--- config.mk ---
export PLATFORM = sky130hd
export DESIGN_NAME = fmt_word_rx
export DESIGN_NICKNAME = d
export VERILOG_FILES = /design/src/rtl/lpf_pkg.sv /design/src/rtl/lpf_line_timer.sv /design/src/rtl/lpf_shift_rx.sv /design/src/rtl/lpf_fmt_class.sv /design/src/rtl/fmt_word_rx.sv
export SDC_FILE = /design/constraint.sdc
export NUM_CORES = 1
export LEC_CHECK = 0
export BUFFER_PORTS_ARGS = -buffer_cell sky130_fd_sc_hd__buf_4
export CAP_MARGIN = 20
export CORE_UTILIZATION = 63
export CTS_CLUSTER_SIZE = 8
export DETAILED_ROUTE_END_ITERATION = 8
export PLACE_DENSITY = 0.84
export SETUP_SLACK_MARGIN = 0.15
export SLEW_MARGIN = 5
export SYNTH_ARGS = -nofsm -noshare
export SYNTH_HDL_FRONTEND = slang
export SYNTH_SLANG_ARGS = --single-unit
--- constraint.sdc ---
create_clock -name clk -period 5.3 [get_ports clk]
set_input_delay 1.325 -clock clk [delete_from_list [all_inputs] [get_ports clk]]
set_output_delay 1.325 -clock clk [all_outputs]
set_load 0.05 [all_outputs]
--- src/rtl/lpf_pkg.sv ---
package lpf_pkg;

   typedef enum logic [2:0] {
      FMT_NONE  = 3'd0,
      FMT_525I  = 3'd1,
      FMT_625I  = 3'd2,
      FMT_525P  = 3'd3,
      FMT_625P  = 3'd4,
      FMT_720P  = 3'd5,
      FMT_1080I = 3'd6,
      FMT_1080P = 3'd7
   } fmt_e;

   typedef struct packed {
      logic hit;
      fmt_e code;
      logic odd;
   } cls_t;

   localparam int NUM_FMT = 7;
   localparam int TBL_W   = 11;

   // smaller nominal count per format, index i is code i+1
   function automatic int nom_lo(input int i);
      case (i)
         0: nom_lo = 259;
         1: nom_lo = 309;
         2: nom_lo = 522;
         3: nom_lo = 622;
         4: nom_lo = 747;
         5: nom_lo = 559;
         default: nom_lo = 1122;
      endcase
   endfunction

   // larger nominal count (equal to the smaller one when progressive)
   function automatic int nom_hi(input int i);
      case (i)
         0: nom_hi = 260;
         1: nom_hi = 310;
         5: nom_hi = 560;
         default: nom_hi = nom_lo(i);
      endcase
   endfunction

   function automatic cls_t classify(input logic [TBL_W-1:0] w, input int tol);
      cls_t r;
      int   v;
      v = int'(w);
      r = '{hit: 1'b0, code: FMT_NONE, odd: 1'b1};
      for (int i = 0; i < NUM_FMT; i++) begin
         if (v >= nom_lo(i) - tol && v <= nom_hi(i) + tol) begin
            r.hit  = 1'b1;
            r.code = fmt_e'(i + 1);
            r.odd  = (nom_lo(i) == nom_hi(i)) ? 1'b1 : (v >= nom_hi(i));
         end
      end
      return r;
   endfunction

   function automatic logic is_progressive(input fmt_e f);
      return (f == FMT_525P) || (f == FMT_625P) || (f == FMT_720P) || (f == FMT_1080P);
   endfunction

endpackage

--- src/rtl/lpf_line_timer.sv ---
module lpf_line_timer #(
   parameter int CNT_W       = 12,
   parameter int SAMPLE_MODE = 0,
   parameter int FIXED_DLY   = 16
) (
   input  logic clk,
   input  logic rst_n,
   input  logic hs_n,
   output logic hs_edge,
   output logic smp
);
   localparam logic [CNT_W-1:0] CNT_MAX = '1;

   if (CNT_W < 4) begin : g_bad_cnt
      $error("lpf_line_timer: CNT_W too small");
   end
   if (SAMPLE_MODE != 0 && SAMPLE_MODE != 1) begin : g_bad_mode
      $error("lpf_line_timer: SAMPLE_MODE must be 0 or 1");
   end

   logic             hs_q;
   logic [CNT_W-1:0] cnt;
   logic [CNT_W-1:0] line_len;
   logic [CNT_W-1:0] target;
   logic             taken;

   assign hs_edge = hs_q & ~hs_n;

   if (SAMPLE_MODE == 0) begin : g_half
      assign target = line_len >> 1;
   end else begin : g_fixed
      assign target = CNT_W'(FIXED_DLY);
   end

   assign smp = !hs_edge && !taken && (target != '0) && (cnt == target);

   always_ff @(posedge clk or negedge rst_n) begin
      if (!rst_n) begin
         hs_q     <= 1'b1;
         cnt      <= '0;
         line_len <= '0;
         taken    <= 1'b0;
      end else begin
         hs_q <= hs_n;
         if (hs_edge) begin
            line_len <= (cnt == CNT_MAX) ? CNT_MAX : cnt + 1'b1;
            cnt      <= '0;
            taken    <= 1'b0;
         end else begin
            if (cnt != CNT_MAX) cnt <= cnt + 1'b1;
            if (smp) taken <= 1'b1;
         end
      end
   end

   // a single data sample per line
   a_r3_one_sample_per_line: assert property (@(posedge clk) disable iff (!rst_n)
      smp |=> !smp);

endmodule

--- src/rtl/lpf_shift_rx.sv ---
module lpf_shift_rx #(
   parameter int WORD_W     = 11,
   parameter int START_EDGE = 3
) (
   input  logic              clk,
   input  logic              rst_n,
   input  logic              vs_n,
   input  logic              hs_edge,
   input  logic              smp,
   input  logic              din,
   output logic              word_done,
   output logic [WORD_W-1:0] word
);
   localparam int LAST_IDX = START_EDGE + WORD_W - 1;
   localparam int MAX_IDX  = LAST_IDX + 1;
   localparam int IDX_W    = $clog2(MAX_IDX + 1);

   if (START_EDGE < 1) begin : g_bad_start
      $error("lpf_shift_rx: START_EDGE must be at least 1");
   end

   logic             vs_q;
   logic             vs_edge;
   logic [IDX_W-1:0] idx;
   logic             in_win;

   assign vs_edge = vs_q & ~vs_n;
   assign in_win  = (int'(idx) >= START_EDGE) && (int'(idx) <= LAST_IDX);

   always_ff @(posedge clk or negedge rst_n) begin
      if (!rst_n) begin
         vs_q      <= 1'b1;
         idx       <= IDX_W'(MAX_IDX);
         word      <= '0;
         word_done <= 1'b0;
      end else begin
         vs_q      <= vs_n;
         word_done <= 1'b0;
         if (vs_edge)
            idx <= hs_edge ? IDX_W'(1) : '0;
         else if (hs_edge && int'(idx) != MAX_IDX)
            idx <= idx + 1'b1;
         if (smp && in_win) begin
            word      <= {word[WORD_W-2:0], din};
            word_done <= (int'(idx) == LAST_IDX);
         end
      end
   end

   // a finished word always follows a data sample
   a_r2_done_after_sample: assert property (@(posedge clk) disable iff (!rst_n)
      word_done |-> $past(smp));

endmodule

--- src/rtl/lpf_fmt_class.sv ---
module lpf_fmt_class
   import lpf_pkg::*;
#(
   parameter int WORD_W = 11,
   parameter int TOL    = 1
) (
   input  logic              clk,
   input  logic              rst_n,
   input  logic              word_done,
   input  logic [WORD_W-1:0] word,
   output fmt_e              fmt_code,
   output logic              field_odd,
   output logic              composite,
   output logic              unknown
);
   localparam int COMP_BIT = WORD_W - 3;

   if (WORD_W != TBL_W) begin : g_bad_width
      $error("lpf_fmt_class: WORD_W must equal the table width");
   end
   if (TOL < 0 || TOL > 8) begin : g_bad_tol
      $error("lpf_fmt_class: TOL out of range");
   end

   cls_t cls;
   fmt_e prev_code;

   assign cls = classify(word[TBL_W-1:0], TOL);

   always_ff @(posedge clk or negedge rst_n) begin
      if (!rst_n) begin
         fmt_code  <= FMT_NONE;
         field_odd <= 1'b1;
         composite <= 1'b0;
         unknown   <= 1'b0;
         prev_code <= FMT_NONE;
      end else if (word_done) begin
         if (!cls.hit) begin
            unknown   <= 1'b1;
            prev_code <= FMT_NONE;
         end else begin
            unknown   <= 1'b0;
            prev_code <= cls.code;
            if (cls.code == prev_code) begin
               fmt_code  <= cls.code;
               field_odd <= cls.odd;
               composite <= word[COMP_BIT];
            end
         end
      end
   end

   // the published format moves only right after a finished word
   a_r6_update_after_word: assert property (@(posedge clk) disable iff (!rst_n)
      !$stable(fmt_code) |-> $past(word_done));

   // an unmatched word leaves the published format alone
   a_r5_hold_on_unknown: assert property (@(posedge clk) disable iff (!rst_n)
      $rose(unknown) |-> $stable(fmt_code) && $stable(composite));

   // composite only with a standard-definition interlaced format
   a_r7_composite_sd_only: assert property (@(posedge clk) disable iff (!rst_n)
      composite |-> (fmt_code == FMT_525I || fmt_code == FMT_625I));

   // progressive formats report field 1
   a_r8_progressive_field: assert property (@(posedge clk) disable iff (!rst_n)
      is_progressive(fmt_code) |-> field_odd);

endmodule

--- src/rtl/fmt_word_rx.sv ---
module fmt_word_rx #(
   parameter int WORD_W      = 11,
   parameter int START_EDGE  = 3,
   parameter int CNT_W       = 12,
   parameter int SAMPLE_MODE = 0,
   parameter int FIXED_DLY   = 16,
   parameter int TOL         = 1
) (
   input  logic       clk,
   input  logic       rst_n,
   input  logic       hs_n,
   input  logic       vs_n,
   input  logic       fmt_bit,
   output logic [2:0] fmt_code,
   output logic       field_odd,
   output logic       composite,
   output logic       unknown
);
   logic              hs_edge;
   logic              smp;
   logic              word_done;
   logic [WORD_W-1:0] word;
   lpf_pkg::fmt_e     code;

   lpf_line_timer #(
      .CNT_W(CNT_W), .SAMPLE_MODE(SAMPLE_MODE), .FIXED_DLY(FIXED_DLY)
   ) u_timer (
      .clk(clk), .rst_n(rst_n), .hs_n(hs_n), .hs_edge(hs_edge), .smp(smp)
   );

   lpf_shift_rx #(
      .WORD_W(WORD_W), .START_EDGE(START_EDGE)
   ) u_rx (
      .clk(clk), .rst_n(rst_n), .vs_n(vs_n), .hs_edge(hs_edge), .smp(smp),
      .din(fmt_bit), .word_done(word_done), .word(word)
   );

   lpf_fmt_class #(
      .WORD_W(WORD_W), .TOL(TOL)
   ) u_class (
      .clk(clk), .rst_n(rst_n), .word_done(word_done), .word(word),
      .fmt_code(code), .field_odd(field_odd), .composite(composite),
      .unknown(unknown)
   );

   assign fmt_code = code;

endmodule

==> flow_summary.ini, run 1 <==
[drt]
postRouteAntennaNets = 0
post_drt_via_cell_ratio = 6.01
wl_per_cell_microns = 15.2
drt_iter0_drc = 94
firstDrtPassIters = 4
vias = 1936
drt-total-wl_mm = 4.90
drc = 0

[clock_network]
clock_latency_ns = 0.31
holdBufCountCts = 0
ctsResizeCount = 0
post_cts_buffers = 0
path_clk_slew_ns = 0.09
h-tree-depth = 2
cts.sinks = 51
cts_buffers = 5
root_buffer = clkbuf_8
cts_tree = done
clockBufferDepth = 2

[worst_setup_path]
critPathLaunchType = input pin
critical_path_class = input pin to flop
worstSetupEndpointType = flop
critPathMaxFanout = 15
crit_arrival_ns = 3.64
required_ns = 5.49

[grt]
antenna_found_initial = 0
grt-ovfl-total = 0
grt_max_degree = 52
track_usage_pct = 25.3
grt_pass1_vias = 1877
grt_pass1_wl_mm = 8.45

[yosys]
yosysTopAreaCell = dfrtp_1
synth_cell_types = 55
synth_top_area_share_pct = 41.6
syn_nets = 273
synth-seq-cells = 51
syn-instance-count = 263
synth_area_per_cell_sq_um = 10.3
seq_area_frac_synth_pct = 47.4
syn_area_sq_um = 2710
synth-edff-count = 0
async_flop_share_pct = 100
yosysWarnings = 0
synth_ff_type = dfrtp_1
synthTopCellsByArea = dfrtp_1 42%, dfstp_2 5.8%, mux2_2 5.4%

[run_status]
status = complete, no violations

[timing]
fin_crit_sh_pct = 65.0
finalHoldWorstSlack_ns = 0.509
finClkSkew_ns = 0.00911
fin_tns_setup_ns = 0
rsz0062_at_grt = false
setup_viol = 0
slew_viol_final = 0
tightest_slew_ns = 0.958
finalHoldViolCount = 0
max-slew-margin-rel_pct = 36.0
fmax_mhz = 290
period_minus_slack_ns = 3.45

[floorplanning]
die-area_sq_um = 4560
start_util_pct = 66.7
die_w_microns = 67.5
fp.coreArea_sq_um = 4060
fp.dieH_microns = 67.5
ios = 11
rows = 23

[run]
maxCapViolations = 0

[power_and_ir_drop]
p_leak_nw = 1.36
powerDensity_nw_per_um2 = 301
ir_drop_mv = 0.280

[final_layout]
layout.nets = 281
area_growth_pct = 7.30
instances_no_fill = 322
drive_gt1_share_pct = 17.6
diodes = 0
nFillCells = 308

[hold_path]
hold_path.class = flop to flop

[placed_design]
io_buffers = 10
routabilityCongestion = 0.855
placed_cells = 314
dp_hpwl_mm = 3.44
## registers in the layout, indices dropped and copies added (netlist names)
| signal | count |
|---|---|
| u_class.composite | 1 |
| u_class.field_odd | 1 |
| u_class.fmt_code | 3 |
| u_class.prev_code | 3 |
| u_class.unknown | 1 |
| u_rx.idx | 4 |
| u_rx.vs_q | 1 |
| u_rx.word | 11 |
| u_rx.word_done | 1 |
| u_timer.cnt | 12 |
| u_timer.hs_q | 1 |
| u_timer.line_len | 11 |
| u_timer.taken | 1 |
## Yosys cell counts, drive strengths merged, types with 3 or more instances
master,n
a21oi,4
nand2,20
nor4b,3
mux2i,4
nor2,32
dfstp,6
buf,4
o22ai,3
nand3,10
nor4,4
inv,11
xor2,12
nor3,5
ha,5
mux2,13
dfrtp,45
a31oi,4
and2,4
and3,6
xnor2,11
clkbuf,5
nand4,6
o21ai,11
## report_power, final
group | internal (mW) | switching [mW]
clock | 0.153 | 0.126
sequential | 0.424 | 0.0413
combinational | 0.0624 | 0.0676
## stage by stage
| step | worst slack, ns | total power, mW | utilization (%) | instance area [sq um] |
|---|---|---|---|---|
| 2_1_floorplan | 2.28 | 0.567 | - | 2710 |
| 3_3_place_gp | 1.81 | 0.596 | 68.7 | 2790 |
| 3_5_place_dp | 1.51 | 0.603 | 68.7 | 2790 |
| 4_1_cts | 1.83 | 0.880 | 71.6 | 2900 |
| 5_1_grt | 1.69 | 0.920 | 71.6 | 2900 |
| 6_report | 1.85 | 0.874 | 71.6 | 2900 |
## kinds of logic (layout without fill, tap and decap cells)
| kind of cell | Yosys count | in the layout | synth area share (%) |
|---|---|---|---|
| simple gates | 107 | 107 | 20.9 |
| flops | 51 | 51 | 47.4 |
| compound gates | 40 | 40 | 10.6 |
| fa+ha+maj | 5 | 5 | 2.31 |
| mux | 17 | 17 | 7.35 |
| buf+inv | 20 | 29 | 3.65 |
| xor+xnor | 23 | 23 | 7.72 |
## critical path, stage by stage
cell	delay (ns)
buf_4	0.09
nor2b_1	0.18
a2111oi_0	0.55
nand4_1	0.17
nor3_1	0.37
o311a_1	0.55
mux2_2	0.40
## metal layers
layer,track usage [%],share of wire (%),routed length (microns),vias up
li1,-,-,-,961
met2,45.3,52,2560,22
met1,29.6,44,2150,946
met5,0,0,0,-
met3,4.73,2.4,120,7
met4,9.31,1.5,72,0
## final cells by class
type	instances	area [sq um]	area share, %
clock buffers	6	82.6	2.84
multi-input cells	192	1320	45.6
repair buffers	10	75.1	2.59
well taps	50	62.6	2.15
clock inverters	2	35.0	1.21
inverters	11	41.3	1.42
flip-flops and latches	51	1280	44.2
## worst paths after layout
path,from,to,slack [ns],cells past startpoint
max,hs_n,u_rx.word[4],1.85,7
min,u_class.unknown,u_class.unknown,0.51,2
max reg2reg,u_timer.hs_q,u_rx.word[4],2.49,6
min reg2reg,u_class.unknown,u_class.unknown,0.51,2
max in group asynchronous,rst_n,u_timer.cnt[10],3.85,1
min in group asynchronous,rst_n,u_timer.taken,1.04,1
## cell usage in the layout (no fill, tap or decap), drive strengths merged, types with 3 or more instances in the layout
| cell | Yosys | final |
|---|---|---|
| ha | 5 | 5 |
| clkbuf | 5 | 6 |
| nand3 | 10 | 10 |
| nand4 | 6 | 6 |
| o21ai | 11 | 11 |
| nand2 | 20 | 20 |
| dfrtp | 45 | 45 |
| nor4b | 3 | 3 |
| nor4 | 4 | 4 |
| dfstp | 6 | 6 |
| a21oi | 4 | 4 |
| and3 | 6 | 6 |
| inv | 11 | 11 |
| xor2 | 12 | 12 |
| mux2i | 4 | 4 |
| a31oi | 4 | 4 |
| o22ai | 3 | 3 |
| xnor2 | 11 | 11 |
| nor3 | 5 | 5 |
| nor2 | 32 | 32 |
| and2 | 4 | 4 |
| buf | 4 | 10 |
| mux2 | 13 | 13 |
Note: power is estimated with default switching activity, not from simulation.
==> inputs of run 2 (changes only) <==
--- a/config.mk
+++ b/config.mk
@@ -7,10 +7,10 @@
 export LEC_CHECK = 0
 export BUFFER_PORTS_ARGS = -buffer_cell sky130_fd_sc_hd__buf_4
 export CAP_MARGIN = 20
-export CORE_UTILIZATION = 63
+export CORE_UTILIZATION = 55
 export CTS_CLUSTER_SIZE = 8
 export DETAILED_ROUTE_END_ITERATION = 8
-export PLACE_DENSITY = 0.84
+export PLACE_DENSITY = 0.78
 export SETUP_SLACK_MARGIN = 0.15
 export SLEW_MARGIN = 5
 export SYNTH_ARGS = -nofsm -noshare
==> constraint.sdc (replaced) <==
create_clock -name clk -period 2.75 [get_ports clk]
set_input_delay 0.6875 -clock clk [delete_from_list [all_inputs] [get_ports clk]]
set_output_delay 0.6875 -clock clk [all_outputs]
set_load 0.05 [all_outputs]
==> run 2 against run 1 <==
  * Cell area increased by 1.4%
  * Die area increased by 14%
  * Sequential power increased by 93%
  * Combinational power increased by 100%
  * Largest cell class unchanged
==> flow_summary.ini, run 2 (same netlist as run 1, synthesis figures left out) <==
[placed_design]
routabilityCongestion = 0.846
dp_hpwl_mm = 3.47
io_buffers = 10
placed_cells = 335

[power_and_ir_drop]
powerDensity_nw_per_um2 = 545
ir_drop_mv = 0.459
p_leak_nw = 1.37

[final_layout]
layout.nets = 285
drive_gt1_share_pct = 19.6
largestRegisters = u_timer.cnt: 12 flops, u_rx.word: 11 flops, u_timer.line_len: 11 flops
final_common_cell = dfrtp_1
final_cell_mix = 44 x dfrtp_1, 32 x nor2_1, 18 x nand2_1
area_growth_pct = 8.83
regMostFlops = u_timer.cnt
largest_reg_flops = 12
instances_no_fill = 343
diodes = 0

[clock_network]
clockBufferDepth = 2
cts.sinks = 51
root_buffer = clkbuf_8
holdBufCountCts = 0
post_cts_buffers = 0
clock_latency_ns = 0.30
h-tree-depth = 2
cts_tree = done
path_clk_slew_ns = 0.10
cts_buffers = 5
ctsResizeCount = 0

[grt]
grt_max_degree = 52
grt_pass1_wl_mm = 8.73
antenna_found_initial = 0
grt_pass1_vias = 1964
grt-ovfl-total = 0
track_usage_pct = 21.3

[worst_setup_path]
timing.rr.start = u_rx.word[4]
critical_path.top_delay_family = simple AND/OR/NAND/NOR gates
cp-startpoint = u_rx.word[4]
critical_path_class = flop to flop
crit_path_end = u_class.composite
cpPeakStageDelay_ns = 0.55
critPathMaxFanout = 11
r2r_cells = 7
crit_slowest_cell = or4_1
worst-path-stages = 7
required_ns = 2.95
worstSetupEndpointType = flop
critPathLaunchType = flop
crit_arrival_ns = 2.60
crit_buf_inv = 0
r2r_setup_slack_ns = 0.35
r2r_end = u_class.composite
cp_cell_sequence = or4_1 > a31oi_1 > o2111ai_2 > nand3_1 > xnor2_2 > nand4_1 > mux2_2

[drt]
vias = 1955
firstDrtPassIters = 4
drc = 0
post_drt_via_cell_ratio = 5.70
drt-total-wl_mm = 4.90
drt_iter0_drc = 92
wl_per_cell_microns = 14.3
postRouteAntennaNets = 0

[timing]
period_minus_slack_ns = 2.40
fmax_mhz = 417
setup_viol = 0
finClkSkew_ns = 0.0165
max-slew-margin-rel_pct = 58.3
tightest_slew_ns = 0.626
slew_viol_final = 0
rsz0062_at_grt = false
finalHoldViolCount = 0
fin_tns_setup_ns = 0
fin_crit_sh_pct = 87.1

[floorplanning]
ios = 11
die-area_sq_um = 5200
start_util_pct = 57.3
rows = 25
die_w_microns = 72.1
fp.dieH_microns = 72.1
fp.coreArea_sq_um = 4720

[run_status]
status = complete, no violations

[hold_path]
hold_path.class = input pin to asynchronous set/reset pin

[run]
maxCapViolations = 0
## run 2: cell count changes in the layout (fill, tap and decap cells not counted), sizes merged
cell and change:
buf +4, bufinv -1, clkinvlp +1
## run 2: worst min path at each step
stage	slack, ns	cells after the start	end
6_report	0.39	1	u_timer.cnt[1]
4_1_cts	0.42	1	u_class.composite
3_5_place_dp	0.47	2	u_timer.line_len[11]
5_1_grt	0.46	1	u_timer.line_len[1]
2_1_floorplan	0.39	0	u_class.composite
3_3_place_gp	0.47	2	u_timer.line_len[11]
## run 2: metal layers
layer	vias up	share of wire [%]	GRT usage [%]
li1	966	-	-
met4	0	1.2	5.88
met2	15	52	36.3
met5	-	0	0
met3	7	1.6	3.33
met1	967	45	28.3
## run 2: area by class of cell
| cell class | count | area (sq um) |
|---|---|---|
| Sequential cell | 51 | 1280 |
| Clock buffer | 6 | 82.6 |
| Fill cell | 382 | 1780 |
| Timing Repair Buffer | 14 | 105 |
| Multi-Input combinational cell | 192 | 1330 |
| Clock inverter | 2 | 16.3 |
| Inverter | 11 | 41.3 |
| Tap cell | 67 | 83.8 |
## run 2: metrics by stage
stage / utilization (%) / power [mW] / instance area, sq um / setup slack (ns) / hold WS (ns)
after floorplan: - / 1.09 / 2710 / 0.369 / 0.392
after global routing: 62.4 / 1.69 / 2950 / 0.219 / 0.458
final: 62.4 / 1.60 / 2950 / 0.354 / 0.391
after global placement: 60.1 / 1.16 / 2840 / 0.298 / 0.470
after CTS: 62.2 / 1.62 / 2940 / 0.251 / 0.417
after detailed placement: 60.1 / 1.18 / 2840 / 0.131 / 0.471
## run 2: power by group
group          switching [mW]  internal [mW]  leakage [nW]
sequential             0.0809          0.817         0.678
combinational           0.131          0.131         0.640
clock                   0.239          0.205        0.0474
==> inputs of run 3 (changes only) <==
--- a/config.mk
+++ b/config.mk
@@ -7,10 +7,10 @@
 export LEC_CHECK = 0
 export BUFFER_PORTS_ARGS = -buffer_cell sky130_fd_sc_hd__buf_4
 export CAP_MARGIN = 20
-export CORE_UTILIZATION = 55
+export CORE_UTILIZATION = 35
 export CTS_CLUSTER_SIZE = 8
 export DETAILED_ROUTE_END_ITERATION = 8
-export PLACE_DENSITY = 0.78
+export PLACE_DENSITY = 0.55
 export SETUP_SLACK_MARGIN = 0.15
 export SLEW_MARGIN = 5
 export SYNTH_ARGS = -nofsm -noshare
==> run 3 against run 2 <==
  * Non-clock buffer count increased by 1
  * Largest cell class unchanged
  * Hold slack got worse by 0.0039 ns
  * Sequential power is essentially flat
  * Flip-flop and latch count is the same
  * Global-route usage down 6.9 points
  * Cell count grew 9.6%
  * Utilization is 21 points lower
  * Clock power is 19% higher
  * Cell area grew 2.4%
  * Register-to-register slack lost 0.05 ns
==> flow_summary.ini, run 3 (same netlist as run 1, synthesis figures left out) <==
[final_layout]
regMostFlops = u_timer.cnt
diodes = 0
final_cell_mix = 45 x dfrtp_1, 32 x nor2_1, 18 x nand2_1
area_growth_pct = 11.5
drive_gt1_share_pct = 20.2
final_common_cell = dfrtp_1
largestRegisters = u_timer.cnt: 12 flops, u_rx.word: 11 flops, u_timer.line_len: 11 flops
layout.nets = 286
largest_reg_flops = 12
nFillCells = 758

[timing]
fin_tns_setup_ns = 0
finClkSkew_ns = 0.0143
period_minus_slack_ns = 2.45
rsz0062_at_grt = false
max-slew-margin-rel_pct = 56.6
fin_crit_sh_pct = 89.0
fin_ws_ns = 0.304
finalHoldViolCount = 0
tightest_slew_ns = 0.651
fmax_mhz = 409
slew_viol_final = 0
setup_viol = 0

[grt]
met2_usage_pct = 24.2
track_usage_pct = 14.4
grt_pass1_vias = 1959
grt_pass1_wl_mm = 9.51
grtUsageMet3_pct = 3.72
grt_max_degree = 52
grt-ovfl-total = 0
globalRouteMet1Util_pct = 18.3
antenna_found_initial = 0
top_usage_layer = met2

[drt]
drt_iter0_drc = 131
vias = 1945
drc = 0
postRouteAntennaNets = 0
post_drt_via_cell_ratio = 5.17
firstDrtPassIters = 4
wl_per_cell_microns = 13.8
drt-total-wl_mm = 5.19

[floorplanning]
die_w_microns = 89.9
die-area_sq_um = 8090
fp.dieH_microns = 89.9
ios = 11
fp.coreArea_sq_um = 7370
start_util_pct = 36.7
rows = 31

[placed_design]
io_buffers = 10
dp_hpwl_mm = 3.58
routabilityCongestion = 0.734
dp_slack_ns = 0.159

[worst_setup_path]
worstSetupEndpointType = flop
critical_path_class = flop to flop
cpPeakStageDelay_ns = 0.55
critPathMaxFanout = 11
critPathLaunchType = flop
critical_path.top_delay_family = simple AND/OR/NAND/NOR gates
crit_buf_inv = 0
timing.rr.start = u_rx.word[4]
cp-startpoint = u_rx.word[4]
crit_arrival_ns = 2.65
required_ns = 2.95
cp_cell_sequence = or4_1 > a31oi_1 > o2111ai_2 > and3_1 > mux2i_4 > nand4_1 > mux2_2
crit_slowest_cell = or4_1

[clock_network]
clockBufferDepth = 2
ctsResizeCount = 0
cts_buffers = 5
cts_tree = done
cts.sinks = 51
holdBufCountCts = 0
path_clk_slew_ns = 0.09
root_buffer = clkbuf_8
clock_latency_ns = 0.31
h-tree-depth = 2
post_cts_buffers = 0

[power_and_ir_drop]
ir_drop_mv = 0.291
p_leak_nw = 1.39
powerDensity_nw_per_um2 = 561

[run_status]
status = complete, no violations

[run]
maxCapViolations = 0

[hold_path]
hold_path.class = input pin to asynchronous set/reset pin
[run 3: cell count changes in the layout (fill, tap and decap cells not counted)]
cell and delta:
clkbuf_8 -1, dfrtp_2 -1, nor4b_1 -1, clkinvlp_4 -1, buf_4 +1, nand3_1 -1, nand3_2 +1, bufinv_16 +1
dfrtp_1 +1, clkinv_2 +1, nor4b_2 +1
[run 3: power breakdown]
part	internal (mW)	leakage (nW)	switching, mW
combinational	0.130	0.655	0.133
clock	0.271	0.0581	0.259
sequential	0.817	0.680	0.0818
[run 3: area by class of cell]
cell class	instances	area [sq um]	area share (%)
Clock buffer	5	68.8	2.28
Clock inverter	3	43.8	1.45
Inverter	11	41.3	1.37
Multi-Input combinational cell	192	1340	44.5
Sequential cell	51	1280	42.6
Tap cell	99	124	4.11
Timing Repair Buffer	15	113	3.73
[run 3: routing by layer]
layer  up-vias  part of all wire [%]
met5         -                     0
met4         0                   1.4
met3         8                   3.0
met2        27                    48
met1       947                    48
li1        963                     -
[run 3: stage by stage]
| stage | cells | hold slack (ns) | utilization [%] | power, mW | area, sq um |
|---|---|---|---|---|---|
| 3_3_place_gp | 368 | 0.467 | 39.2 | 1.18 | 2890 |
| 6_report | 376 | 0.387 | 40.9 | 1.69 | 3020 |
| 3_5_place_dp | 368 | 0.467 | 39.2 | 1.18 | 2890 |
| 2_1_floorplan | 263 | 0.392 | - | 1.09 | 2710 |
| 5_1_grt | 376 | 0.446 | 40.9 | 1.80 | 3020 |
| 4_1_cts | 376 | 0.419 | 40.7 | 1.72 | 3000 |
[run 3: final timing paths]
path                                          end  slack [ns]  depth (start not counted)
worst min register to register      u_timer.taken        0.49                          1
max in group asynchronous          u_timer.cnt[8]        1.91                          1
worst min-delay path                 u_rx.word[0]        0.39                          1
min in group clk                    u_timer.taken        0.49                          1
worst max-delay path            u_class.composite        0.30                          7
worst max register to register  u_class.composite        0.30                          7
